$ cat src/rtl/bwc_pkg.sv
package bwc_pkg;
  typedef enum logic [1:0] {
    CLS_PROG  = 2'd0,
    CLS_ZERO  = 2'd1,
    CLS_PERI  = 2'd2
  } acc_class_t;

  typedef enum logic [1:0] {
    ST_IDLE = 2'd0,
    ST_MEM  = 2'd1,
    ST_PERI = 2'd2
  } wait_state_t;
endpackage

$ cat src/rtl/bwc_cfg_reg.sv
module bwc_cfg_reg #(
  parameter int AW       = 32,
  parameter int PAIRS    = 8,
  parameter int CNT_W    = 2,
  parameter logic [AW-1:0] REG_ADDR = 32'hFFFFF060,
  localparam int REG_W   = PAIRS * CNT_W,
  localparam int SEL_W   = $clog2(PAIRS)
) (
  input  logic             clk,
  input  logic             rst,
  input  logic             cfg_we,
  input  logic [AW-1:0]    cfg_addr,
  input  logic [REG_W-1:0] cfg_wdata,
  output logic [REG_W-1:0] cfg_rdata,
  input  logic [SEL_W-1:0] pair_sel,
  output logic [CNT_W-1:0] pair_waits
);
  logic [REG_W-1:0] word_q;
  logic             hit;
  logic [CNT_W-1:0] fields [PAIRS];

  assign hit = (cfg_addr == REG_ADDR);

  always_ff @(posedge clk) begin
    if (rst)               word_q <= '1;
    else if (cfg_we && hit) word_q <= cfg_wdata;
  end

  for (genvar g = 0; g < PAIRS; g++) begin : g_field
    assign fields[g] = word_q[g*CNT_W +: CNT_W];
  end

  assign pair_waits = fields[pair_sel];
  assign cfg_rdata  = hit ? word_q : '0;

  AST_RESET_ALL_ONES: assert property (@(posedge clk) rst |=> (word_q == '1));
  AST_WRITE_LANDS: assert property (@(posedge clk) disable iff (rst)
    (cfg_we && hit) |=> (word_q == $past(cfg_wdata)));
  AST_MISS_KEEPS: assert property (@(posedge clk) disable iff (rst)
    !(cfg_we && hit) |=> $stable(word_q));
endmodule

$ cat src/rtl/bwc_region_dec.sv
module bwc_region_dec
  import bwc_pkg::*;
#(
  parameter int AW = 32,
  parameter logic [AW-1:0] RAM_LO  = 32'hFFFFC000,
  parameter logic [AW-1:0] RAM_HI  = 32'hFFFFEFFF,
  parameter logic [AW-1:0] PERI_LO = 32'hFFFFF000,
  parameter logic [AW-1:0] PERI_HI = 32'hFFFFFFFF,
  parameter int BLK_W = 4,
  localparam int SEL_W = BLK_W - 1,
  localparam logic [BLK_W-1:0] TOP_BLK = '1
) (
  input  logic [AW-1:0]    addr,
  output logic [SEL_W-1:0] pair_sel,
  output acc_class_t       acc_cls
);
  logic [BLK_W-1:0] blk;
  logic in_ram, in_peri;

  assign blk      = addr[AW-1 -: BLK_W];
  assign pair_sel = blk[BLK_W-1:1];
  assign in_ram   = (addr >= RAM_LO) && (addr <= RAM_HI);
  assign in_peri  = (addr >= PERI_LO) && (addr <= PERI_HI);

  always_comb begin
    acc_cls = CLS_PROG;
    if (blk == '0)                          acc_cls = CLS_ZERO;
    else if (blk == TOP_BLK && in_ram)      acc_cls = CLS_ZERO;
    else if (blk == TOP_BLK && in_peri)     acc_cls = CLS_PERI;
  end
endmodule

$ cat src/rtl/bwc_wait_fsm.sv
module bwc_wait_fsm
  import bwc_pkg::*;
#(
  parameter int CNT_W = 2
) (
  input  logic             clk,
  input  logic             rst,
  input  logic             valid,
  input  acc_class_t       acc_cls,
  input  logic [CNT_W-1:0] waits,
  input  logic             periph_ready,
  output logic             ready,
  output logic             idle
);
  wait_state_t      state_q;
  logic [CNT_W-1:0] cnt_q;

  assign idle = (state_q == ST_IDLE);

  always_comb begin
    ready = 1'b0;
    if (valid) begin
      unique case (state_q)
        ST_IDLE: begin
          unique case (acc_cls)
            CLS_ZERO: ready = 1'b1;
            CLS_PERI: ready = periph_ready;
            default:  ready = (waits == '0);
          endcase
        end
        ST_MEM:  ready = (cnt_q == '0);
        ST_PERI: ready = periph_ready;
        default: ready = 1'b0;
      endcase
    end
  end

  always_ff @(posedge clk) begin
    if (rst) begin
      state_q <= ST_IDLE;
      cnt_q   <= '0;
    end else begin
      unique case (state_q)
        ST_IDLE: if (valid && !ready) begin
          if (acc_cls == CLS_PERI) state_q <= ST_PERI;
          else begin
            state_q <= ST_MEM;
            cnt_q   <= CNT_W'(waits - 1'b1);
          end
        end
        ST_MEM: begin
          if (cnt_q != '0)       cnt_q   <= CNT_W'(cnt_q - 1'b1);
          else if (valid && ready) state_q <= ST_IDLE;
        end
        ST_PERI: if (valid && ready) state_q <= ST_IDLE;
        default: state_q <= ST_IDLE;
      endcase
    end
  end

  AST_NO_READY_IDLE_BUS: assert property (@(posedge clk) disable iff (rst)
    !valid |-> !ready);
  AST_MEM_ENDS_AT_ZERO: assert property (@(posedge clk) disable iff (rst)
    (state_q == ST_MEM && valid && cnt_q == '0) |-> ready);
  AST_MEM_STEPS_DOWN: assert property (@(posedge clk) disable iff (rst)
    (state_q == ST_MEM && cnt_q != '0) |=> (cnt_q == $past(cnt_q) - 1'b1));
  AST_PERI_FOLLOWS: assert property (@(posedge clk) disable iff (rst)
    (state_q == ST_PERI && valid) |-> (ready == periph_ready));
endmodule

$ cat src/rtl/bus_wait_ctl.sv
module bus_wait_ctl
  import bwc_pkg::*;
#(
  parameter int AW     = 32,
  parameter int PAIRS  = 8,
  parameter int CNT_W  = 2,
  parameter logic [AW-1:0] REG_ADDR = 32'hFFFFF060,
  parameter logic [AW-1:0] RAM_LO   = 32'hFFFFC000,
  parameter logic [AW-1:0] RAM_HI   = 32'hFFFFEFFF,
  parameter logic [AW-1:0] PERI_LO  = 32'hFFFFF000,
  parameter logic [AW-1:0] PERI_HI  = 32'hFFFFFFFF,
  localparam int REG_W = PAIRS * CNT_W,
  localparam int SEL_W = $clog2(PAIRS),
  localparam int BLK_W = SEL_W + 1
) (
  input  logic             clk,
  input  logic             rst,
  input  logic             bus_valid,
  input  logic [AW-1:0]    bus_addr,
  input  logic             bus_write,
  output logic             bus_ready,
  input  logic             periph_ready,
  input  logic             cfg_we,
  input  logic [AW-1:0]    cfg_addr,
  input  logic [REG_W-1:0] cfg_wdata,
  output logic [REG_W-1:0] cfg_rdata
);
  logic [SEL_W-1:0] pair_sel;
  logic [CNT_W-1:0] pair_waits;
  acc_class_t       acc_cls;
  logic             fsm_idle;
  logic             unused_dir;

  assign unused_dir = bus_write;

  bwc_cfg_reg #(.AW(AW), .PAIRS(PAIRS), .CNT_W(CNT_W), .REG_ADDR(REG_ADDR)) u_cfg (
    .clk(clk), .rst(rst), .cfg_we(cfg_we), .cfg_addr(cfg_addr),
    .cfg_wdata(cfg_wdata), .cfg_rdata(cfg_rdata),
    .pair_sel(pair_sel), .pair_waits(pair_waits)
  );

  bwc_region_dec #(.AW(AW), .RAM_LO(RAM_LO), .RAM_HI(RAM_HI),
                   .PERI_LO(PERI_LO), .PERI_HI(PERI_HI), .BLK_W(BLK_W)) u_dec (
    .addr(bus_addr), .pair_sel(pair_sel), .acc_cls(acc_cls)
  );

  bwc_wait_fsm #(.CNT_W(CNT_W)) u_fsm (
    .clk(clk), .rst(rst), .valid(bus_valid), .acc_cls(acc_cls),
    .waits(pair_waits), .periph_ready(periph_ready),
    .ready(bus_ready), .idle(fsm_idle)
  );

  AST_ROM_NO_WAIT: assert property (@(posedge clk) disable iff (rst)
    (fsm_idle && bus_valid && bus_addr[AW-1 -: BLK_W] == '0) |-> bus_ready);
  AST_RAM_NO_WAIT: assert property (@(posedge clk) disable iff (rst)
    (fsm_idle && bus_valid && bus_addr >= RAM_LO && bus_addr <= RAM_HI
     && bus_addr[AW-1 -: BLK_W] == '1) |-> bus_ready);
  AST_HOLD_UNTIL_READY: assert property (@(posedge clk) disable iff (rst)
    (bus_valid && !bus_ready) |=> !fsm_idle);
endmodule

$ cat config.mk
export PLATFORM = sky130hd
export DESIGN_NAME = bus_wait_ctl
export DESIGN_NICKNAME = d
export VERILOG_FILES = /design/src/rtl/bwc_pkg.sv /design/src/rtl/bwc_cfg_reg.sv /design/src/rtl/bwc_region_dec.sv /design/src/rtl/bwc_wait_fsm.sv /design/src/rtl/bus_wait_ctl.sv
export SDC_FILE = /design/constraint.sdc
export NUM_CORES = 1
export LEC_CHECK = 0
export BUFFER_PORTS_ARGS = -buffer_cell sky130_fd_sc_hd__buf_2
export CORE_ASPECT_RATIO = 0.5
export CORE_MARGIN = 8
export CORE_UTILIZATION = 45
export DETAILED_ROUTE_END_ITERATION = 8
export GPL_ROUTABILITY_DRIVEN = 0
export PLACE_DENSITY = 0.9
export SYNTH_ARGS = -nofsm -noshare
export SYNTH_HDL_FRONTEND = slang
export SYNTH_SLANG_ARGS = --single-unit
$ cat constraint.sdc
create_clock -name clk -period 6.4 [get_ports clk]
set_input_delay 1.28 -clock clk [delete_from_list [all_inputs] [get_ports clk]]
set_output_delay 1.28 -clock clk [all_outputs]
set_load 0.03 [all_outputs]
Yosys cells after proc, flatten, opt, wreduce, memory -nomap -nowiden
Index checks and enable logic that the tools add are counted.

Bits of input ports: 86. Flip-flop bits (word level): 20. Output and inout bits: 17. Word-level logic and storage cells: 56.

Add/subtract/negate cells: 2. Bitwise gates (word level): 1. Eq/ne operators: 10. Multiplexer cells: 19. $lt $le $gt $ge: 5. Reductions and logical operators: 16.

Operator list (count): $ge 32x32->1 const B (2); $le 32x32->1 const B (2); $eq 32x32->1 const B (1); $mux 2 (12); $mux 16 (1); $logic_and 1x1->1 (7); $bmux 2 s3 (1); $logic_not 2->1 (3); $pmux 2 s3 (1); $eq 2x1->1 const B (2); $eq 2x2->1 const B (2); $eq 4x4->1 const B (1); $ge 4x4->1 const B (1); $logic_not 4->1 (1); $ne 2x1->1 const B (2); $ne 2x2->1 const B (2); $not 3->4 (1); $pmux 2 s2 (1); $reduce_and 4->1 (1); $reduce_bool 2->1 (2); $sub 2x1->2 const B (2); $pmux 1 s3 (1); $pmux 1 s2 (1); $reduce_and 2->1 (1); other kinds (2) (2).

Depth between registers and ports, before layout
Gate-level depths: netlist of the first run.

Depth in word-level cells: 14. Gate-level depth with buffers: 11. Depth with buffers taken out: 11.

Cells and area by module
From an unflattened synthesis of the first run, not the netlist that was laid out.

Cell total of the unflattened synthesis: 171. Area, all modules: 1510.2 um^2.

Modules (own cells, without submodules): bwc_cfg_reg (instances 1, seq. area each 320.3 um^2, cells an instance 103, area an instance 969.7 um^2); bwc_wait_fsm (instances 1, seq. area each 80.1 um^2, cells an instance 53, area an instance 436.7 um^2); bwc_region_dec (instances 1, seq. area each 0.0 um^2, cells an instance 15, area an instance 103.8 um^2).

Least setup slack after synthesis of the first run
No wires, ideal clock.

Path type: in2out. Start point: input bus_addr[29]. End point: output bus_ready. Path buffers: 1. Cell stages on the path: 9. Arrival: 3350 ps. Required time: 5120 ps. Setup slack: 1770 ps. Cells stage by stage: buf_2 > nand3_1 > or4_1 > nor3_1 > inv_1 > ha_1 > a211oi_1 > nor3_1 > o211a_1.

Cells in the longest elaborated chain, start to end: 10. Elaborated cells between the ends (all ways): 23. Classes of those cells: 4 x order compare; 3 x eq/ne; 9 x mux; 1 x bitwise; 6 x reduce/logical.

RTL lines: from (decl) (RTL line bus_wait_ctl.sv:19) `input logic [AW-1:0] bus_addr,`; $ge 32x32->1 / $le 32x32->1 (equally long branches) (RTL line bwc_region_dec.sv:23) `assign in_peri = (addr >= PERI_LO) && (addr <= PERI_HI);`; $logic_and 1x1->1 (RTL line bwc_region_dec.sv:23); $logic_and 1x1->1 (RTL line bwc_region_dec.sv:29) `else if (blk == TOP_BLK && in_peri) acc_cls = CLS_PERI;`; $mux 2 (RTL line bwc_region_dec.sv:29); $mux 2 (RTL line bwc_region_dec.sv:28) `else if (blk == TOP_BLK && in_ram) acc_cls = CLS_ZERO;`; $mux 2 (RTL line bwc_region_dec.sv:27) `if (blk == '0) acc_cls = CLS_ZERO;`; $eq 2x2->1 / $eq 2x1->1 (equally long branches) (RTL line bwc_wait_fsm.sv:25) `unique case (acc_cls)`; $pmux 1 s2 (*) (RTL line bwc_wait_fsm.sv:25); $pmux 1 s3 (*) (RTL line bwc_wait_fsm.sv:23) `unique case (state_q)`; $mux 1 (*) (RTL line bwc_wait_fsm.sv:22) `if (valid) begin`; to (decl) (RTL line bus_wait_ctl.sv:21) `output logic bus_ready,`.

Mark *: on every way between the ends. The rest lies on a longest branch, timed or not. The select of a mux whose other input is x is not followed.

Final worst setup path of the first run
Start point: input bus_addr[31]. End point: output bus_ready.

Same word-level chain as after synthesis.

==> results.cfg, run 1 <==
[synth]
yosysSeqAreaShare_pct = 26.8
ys.flop_type = dfxtp_1
syn_nets = 253
syn_area_mm2 = 0.00149
synth_top_area_cell = dfxtp_1
yosysMostFrequentCell = dfxtp_1
syn_inst = 160
synth.area.top_cells = dfxtp_1 (27%), a211o_1 (9.4%), nor2b_1 (7.1%)
synth-edff-count = 0
async_reset_ff_share_pct = 0
yosysWarnings = 0
ys_seq_elements = 20
synth.top_cell.area_share_pct = 26.8
synth.top_cells.by_count = dfxtp_1 (20), nor2b_1 (17), a211o_1 (16), and3_1 (16), nand4_1 (9)
avgSynthCellArea_um2 = 9.33
ys_types = 43

[grt]
grt_pass1_vias = 1646
track_usage_pct = 15.1
grt_pass1_wl_um = 7180
antenna_found_initial = 0
grt_max_degree = 33
overflow = 0

[sta]
fin_crit_ps = 5070
worstMarginPinSlew_ps = 692
fin_setup_tns_ps = 0
drv_slew = 0
hold_viol = 0
period_share_pct = 79.2
clock_skew_ps = 8.01
fmaxAchievable_mhz = 197
setup_viol = 0
slew_headroom_pct = 53.5
rsz0062_at_grt = false

[power_and_ir_drop]
p_per_area_mw_per_mm2 = 176
leakagePower_nw = 0.955
ir_drop_mv = 0.112

[worst_setup_path]
cp.arrival_ps = 3790
worstPathRequired_ps = 5120
rr_startpoint = u_fsm.state_q[1]
critPathLaunch = bus_addr[31]
crit_fanout = 6
r2r-end = u_fsm.state_q[0]
r2r_cells = 7
start_kind = input port
crit_type = in -> out
crit_path_end = bus_ready
r2r_setup_slack_ps = 4310
end_kind = output pin

[floorplanning]
die-area_mm2 = 0.00553
rows = 14
core-area_mm2 = 0.00308
die_w_um = 97.5
ios = 103
die_h_um = 56.7
initial_core_util_pct = 48.4

[route]
viasPerCell = 5.54
num_vias = 1572
drc = 0
first_pass_iters = 4
ant_nets = 0
first_iter_violations = 104
drt_wl_total_um = 4590
wl_per_cell_um = 16.2

[clock_tree]
post_cts_buffers = 0
clk_pin_slew_worst_paths_ps = 80
post_cts_resized = 0
holdBufCountCts = 0
numCtsBuffers = 3
cts_root_buf = clkbuf_8
cts_sinks = 20
clk_latency_ps = 260
clk_path_buf_depth = 2
cts_tree = done
cts_htree_levels = 1

[placed_design]
numPortBuffers = 89
postPlaceCellArea_mm2 = 0.00193
hpwlAfterDp_um = 3670

[hold_path]
hp-class = reg -> reg

[finish]
nFillCells = 252
layout-drive-gt1-share_pct = 43.9
area_growth_pct = 33.3
diodes = 0
final_area_mm2 = 0.00199
nNetsFinal = 338

[flow_run]
drv_cap = 0

[outcome]
status = completed
layout make-up:
class | count | area [um^2] | share of cell area, %
repair buffers | 89 | 445 | 22.4
multi-input cells | 124 | 1010 | 50.9
inverters | 7 | 26.3 | 1.32
clock buffers | 4 | 55.1 | 2.77
flip-flops and latches | 20 | 400 | 20.1
well taps | 40 | 50.0 | 2.52
power breakdown:
| part | internal, mW | switching, mW |
|---|---|---|
| combinational | 0.0546 | 0.0626 |
| sequential | 0.131 | 0.00566 |
| clock | 0.0547 | 0.0416 |
| total | 0.240 | 0.110 |
stage by stage:
step           cells  hold slack (ps)  power [mW]  setup slack [ps]  util [%]
6_report         284              491       0.350              1330      64.5
5_1_grt          284              509       0.371              1160      64.5
4_1_cts          284              491       0.351              1330      64.5
3_5_place_dp     280              478       0.255              1340      62.7
3_3_place_gp     280              476       0.249              1390      62.7
2_1_floorplan    160              454       0.216              1770         -
how the worst min path moves through the flow:
stage | start | to | slack (ps) | depth (start not counted)
floorplan | u_fsm.cnt_q[1] | u_fsm.cnt_q[1] | 450 | 2
global placement | u_fsm.cnt_q[1] | u_fsm.cnt_q[1] | 480 | 2
detailed placement | u_fsm.cnt_q[1] | u_fsm.cnt_q[1] | 480 | 2
CTS | u_fsm.cnt_q[1] | u_fsm.cnt_q[1] | 490 | 2
global route | u_fsm.cnt_q[1] | u_fsm.cnt_q[1] | 510 | 2
finish | u_fsm.cnt_q[1] | u_fsm.cnt_q[1] | 490 | 2
registers in the layout, summed over array words and instances, names as in the netlist:
name           cells
u_fsm.state_q      2
u_cfg.word_q      16
u_fsm.cnt_q        2
cell usage in the layout (no fill, tap or decap), types with 2 or more instances in the layout:
cell type / count
and3_1: 16
inv_1: 7
a211o_1: 16
mux4_2: 4
nand4_1: 9
nor4_4: 2
dfxtp_1: 20
nor3_1: 2
buf_2: 89
a21oi_1: 3
mux2i_1: 3
nand3_1: 2
clkbuf_8: 4
or3b_2: 2
ha_1: 7
nor2_1: 5
o211ai_1: 4
o21ai_0: 2
nor2b_1: 17
nand2b_1: 6
a211oi_1: 2
nand2_1: 3
critical path, stage by stage:
cell,delay (ps)
buf_2,160
and4_1,200
nand3_1,70
or4_1,540
nor3_1,270
inv_1,90
ha_1,320
a211oi_1,370
nor3_1,100
o211a_1,220
buf_2,170
cells by family after synthesis:
kind of cell / share of synthesized area, %
AOI/OAI and AO/OA: 18.7
and+or+nand+nor: 33.7
muxes: 8.97
DFF: 26.8
buffers and inverters: 5.36
adders and majority gates: 5.87
xor gates and xnor gates: 0.587
layer usage:
layer / track usage, % / wire length, um / vias to the layer above
met4: 3.42 / 42 / 0
met5: 0 / 0 / -
met3: 4.51 / 287 / 6
li1: - / - / 781
met1: 15.5 / 1770 / 725
met2: 29.6 / 2490 / 60
No activity file was read; power rests on OpenSTA's default activity.
==> run 2: changes to the inputs <==
CORE_UTILIZATION = 37   (was 45)
PLACE_DENSITY = 0.8   (was 0.9)
clock period = 4.55 ns   (was 6.4 ns; I/O delays follow)
==> run 2 against run 1 <==
Compared with the run above: first-iteration DRC count is 11% lower; critical path depth stayed put; clock skew is 6.7 ps lower; routed wire length is 6.1% lower; worst hold slack worse by 5.2 ps.
==> results.cfg, run 2 (same netlist as run 1, synthesis figures left out) <==
[floorplanning]
ios = 103
initial_core_util_pct = 38.4
rows = 16
core-area_mm2 = 0.00388
die-area_mm2 = 0.00645
die_h_um = 60.9
die_w_um = 106

[worst_setup_path]
cp.arrival_ps = 3410
critPathMaxStageDelay_ps = 530
critPathLaunch = bus_addr[31]
slowest_stage = or4_1
rr_startpoint = u_fsm.state_q[1]
crit_type = in -> out
crit_family = simple AND/OR/NAND/NOR gates
end_kind = output pin
start_kind = input port
worst-path-buf-inv = 3
worstPathRequired_ps = 3640
crit_fanout = 6
crit_path_cell_trace = buf_2 > and4_1 > nand3_1 > or4_1 > nor3_1 > inv_1 > ha_1 > a211oi_1 > nor3_1 > o211a_1 > buf_2

[grt]
grt_max_degree = 33
overflow = 0
track_usage_pct = 13.2
grt_pass1_wl_um = 7040
grt_pass1_vias = 1553
antenna_found_initial = 0

[power_and_ir_drop]
p_per_area_mw_per_mm2 = 262
combPwrFrac_pct = 30.1
pwr-share-seq_pct = 36.3
ir_drop_mv = 0.0958
clkPwrFrac_pct = 33.6
p_sw_mw = 0.152
internal_power_mw = 0.378
leakagePower_nw = 0.962
p_sw_share_pct = 28.7

[sta]
setup_viol = 0
hold_viol = 0
clock_skew_ps = 1.31
whs_ps = 486
slew_headroom_pct = 55.1
rsz0062_at_grt = false
period_share_pct = 94.9
worstMarginPinSlew_ps = 669
drv_slew = 0
fin_crit_ps = 4320
fin_setup_tns_ps = 0
fmaxAchievable_mhz = 232

[finish]
final_common_cell = buf_2
final_core_util_pct = 52.1
diodes = 0
regMostFlops = u_cfg.word_q
largest_register_ffs = 16
most-common-layout-cells = buf_2 (89), dfxtp_1 (20), nor2b_1 (17)
reg_top3 = u_cfg.word_q: 16 flops, u_fsm.cnt_q: 2 flops, u_fsm.state_q: 2 flops
layout-drive-gt1-share_pct = 43.9
final_area_mm2 = 0.00202
final_cells = 298
nNetsFinal = 338
nFillCells = 382
area_growth_pct = 35.5

[route]
ant_nets = 0
drc = 0
viasPerCell = 5.18
num_vias = 1545
first_pass_iters = 4
wl_per_cell_um = 14.5
drt_wl_total_um = 4310
first_iter_violations = 93

[clock_tree]
clk_pin_slew_worst_paths_ps = 80
numCtsBuffers = 3
holdBufCountCts = 0
clk_latency_ps = 260
clk_path_buf_depth = 2
cts_root_buf = clkbuf_8
cts_htree_levels = 1
post_cts_buffers = 0
cts_sinks = 20
cts_tree = done
post_cts_resized = 0

[placed_design]
postPlaceCellArea_mm2 = 0.00195
numPortBuffers = 89
post-place-cells = 294
hpwlAfterDp_um = 3590

[hold_path]
min_from = u_fsm.cnt_q[1]
hp-class = reg -> reg

[outcome]
status = completed

[flow_run]
drv_cap = 0
[run 2: changes by cell type in the layout (fill, tap and decap cells not counted)]
cell	delta
bufinv_16	+1
clkbuf_8	-1
[run 2: final timing paths]
path | endpoint | slack [ps] | cells past startpoint
max | bus_ready | 230 | 11
min | u_fsm.cnt_q[1] | 490 | 2
max reg2reg | u_fsm.cnt_q[0] | 2550 | 7
min reg2reg | u_fsm.cnt_q[1] | 490 | 2
[run 2: area by class of cell]
class	instances	area [um^2]	share of cell area (%)
Sequential cell	20	400	19.8
Tap cell	54	67.6	3.34
Clock buffer	3	41.3	2.04
Inverter	7	26.3	1.30
Multi-Input combinational cell	124	1010	50.0
Clock inverter	1	30.0	1.48
Timing Repair Buffer	89	445	22.0
[run 2: worst register-to-register path: cells and delay by family (launching register included)]
kind / cells / cell delay, ps
DFF: 1 / 340
adders and majority gates: 1 / 230
and+or+nand+nor: 1 / 540
buffers and inverters: 1 / 90
AOI/OAI and AO/OA: 4 / 670
[run 2: per-layer routing]
metal  vias up  part of all wire [%]  track usage, %  routed length [um]
li1        786                     -               -                   -
met1       736                    38            13.5                1650
met2        21                    58            26.6                2510
met3         2                   2.8            2.54                 121
met4         0                  0.79            5.35                  34
met5         -                     0               0                   0
[run 2: power groups by stage]
stage | Clock (mW) | Sequential (mW) | Combinational, mW
after detailed placement | 0 | 0.197 | 0.159
after global routing | 0.189 | 0.194 | 0.180
after CTS | 0.183 | 0.193 | 0.159
after global placement | 0 | 0.196 | 0.155
final | 0.178 | 0.193 | 0.160
after floorplan | 0 | 0.195 | 0.109
[run 2: per-stage QoR]
stage	total power, mW	worst slack [ps]
after global routing	0.564	42.6
final	0.531	234
after floorplan	0.304	660
after global placement	0.351	282
after CTS	0.534	219
after detailed placement	0.355	223
==> run 3: changes to the inputs <==
CORE_ASPECT_RATIO = not set   (was 0.5)
==> run 3 against run 2 <==
Compared with the run above: worst hold slack gained 7.5 ps; via count grew 0.71%; critical path depth unchanged; highest routed layer unchanged; first-iteration DRC count shrank 53%; die area is 1.9% lower; critical endpoint unchanged; core utilization down 1.2 points; combinational power hardly changed; routed wire length rose by 4.0%; power decreased by 8.2%; register-to-register slack got worse by 30 ps; clock power shrank 25%; clock skew down 0.52 ps.
==> results.cfg, run 3 (same netlist as run 1, synthesis figures left out) <==
[floorplanning]
die_w_um = 79.5
rows = 23
initial_core_util_pct = 37.9
die-area_mm2 = 0.00632
die_h_um = 79.5
ios = 103
core-area_mm2 = 0.00394

[grt]
grt_pass1_wl_um = 7270
grt_max_degree = 33
track_usage_pct = 14.0
overflow = 0
antenna_found_initial = 0
grt_pass1_vias = 1661

[power_and_ir_drop]
ir_drop_mv = 0.121
leakagePower_nw = 0.957
p_per_area_mw_per_mm2 = 243

[hold_path]
min_from = u_fsm.cnt_q[1]
hp-class = reg -> reg

[route]
drt_wl_total_um = 4480
wl_per_cell_um = 15.2
viasPerCell = 5.29
first_iter_violations = 44
first_pass_iters = 4
ant_nets = 0
drc = 0
num_vias = 1556

[finish]
reg_top3 = u_cfg.word_q: 16 flops, u_fsm.cnt_q: 2 flops, u_fsm.state_q: 2 flops
diodes = 0
largest_register_ffs = 16
final_cells = 294
multi_input_area_mm2 = 0.00102
regArea_um2 = 400
most-common-layout-cells = buf_2 (89), dfxtp_1 (20), nor2b_1 (17)
nFillCells = 364
area_growth_pct = 34.5
regMostFlops = u_cfg.word_q
final_common_cell = buf_2
layout-drive-gt1-share_pct = 44.3
nNetsFinal = 338

[worst_setup_path]
r2r-end = u_fsm.cnt_q[0]
crit_path_frequent_cell = buf_2
worst-path-buf-inv = 3
crit_path_end = bus_ready
crit_path_cell_trace = buf_2 > and4_1 > nand3_1 > or4_1 > nor3_2 > inv_1 > ha_1 > a211oi_1 > nor3_1 > o211a_1 > buf_2
crit_type = in -> out
worstPathRequired_ps = 3640
r2r_setup_slack_ps = 2520
rr_startpoint = u_fsm.state_q[1]
start_kind = input port
critPathMaxStageDelay_ps = 550
cp.depth = 11
cp.arrival_ps = 3300
crit_fanout = 6
crit_family = simple AND/OR/NAND/NOR gates
end_kind = output pin
critPathLaunch = bus_addr[31]
r2r_cells = 7
slowest_stage = or4_1

[sta]
rsz0062_at_grt = false
fin_crit_ps = 4210
drv_slew = 0
setup_viol = 0
worstMarginPinSlew_ps = 782
period_share_pct = 92.6
slew_headroom_pct = 47.5
fin_setup_tns_ps = 0
hold_viol = 0
fmaxAchievable_mhz = 237
clock_skew_ps = 0.793

[clock_tree]
numCtsBuffers = 3
clk_path_buf_depth = 2
post_cts_buffers = 0
cts_tree = done
clk_pin_slew_worst_paths_ps = 70
cts_root_buf = clkbuf_8
clk_latency_ps = 260
cts_sinks = 20
cts_htree_levels = 1

[placed_design]
numPortBuffers = 89
post-place-cells = 290
hpwlAfterDp_um = 3690

[flow_run]
drv_cap = 0

[outcome]
status = completed
==> run 3: power breakdown <==
part | switching [mW] | internal, mW
Clock | 0.0568 | 0.0770
Sequential | 0.00817 | 0.185
Combinational | 0.0841 | 0.0766
Total | 0.149 | 0.338
==> run 3: layout make-up <==
cell class / instances / area share, %
Tap cell: 50 / 3.12
Multi-Input combinational cell: 124 / 50.7
Clock buffer: 4 / 2.74
Sequential cell: 20 / 20.0
Timing Repair Buffer: 89 / 22.2
Inverter: 7 / 1.31
==> run 3: how the worst min path moves through the flow <==
stage                                end  slack (ps)  cells past startpoint
after floorplan           u_fsm.cnt_q[1]         450                      2
after global placement    u_fsm.cnt_q[1]         490                      2
after detailed placement  u_fsm.cnt_q[1]         480                      2
after CTS                 u_fsm.cnt_q[1]         500                      2
after global routing      u_fsm.cnt_q[1]         550                      2
final                     u_fsm.cnt_q[1]         490                      2
==> run 3: routing by layer <==
metal | vias to the layer above | track usage [%] | wire length [um]
met5 | - | 0 | 0
met4 | 0 | 3.70 | 58
met3 | 7 | 6.53 | 488
met2 | 71 | 23.6 | 2050
met1 | 698 | 15.4 | 1890
li1 | 780 | - | -
==> run 3: metrics by stage <==
stage               util [%]  power [mW]  hold WS (ps)  cell area, um^2  setup WS, ps
finish                  50.9       0.487           493             2010           336
global route            50.9       0.519           549             2010           109
CTS                     50.8       0.492           498             2000           226
detailed placement      49.4       0.357           485             1950           226
global placement        49.4       0.352           486             1950           275
floorplan                  -       0.304           454             1490           660
==> run 3: repair_timing <==
action	4_1_cts	5_1_grt
hold buffers	0	0
resized for setup	0	1
endpoints found under the setup margin	0	1
==> run 3: worst register-to-register path, cell delays in order, from the launching register on <==
cell and delay (ps):
dfxtp_1 340, inv_1 80, ha_1 250, or3b_2 540
o211ai_1 150, o211ai_1 190, o221ai_1 220, o311ai_1 130
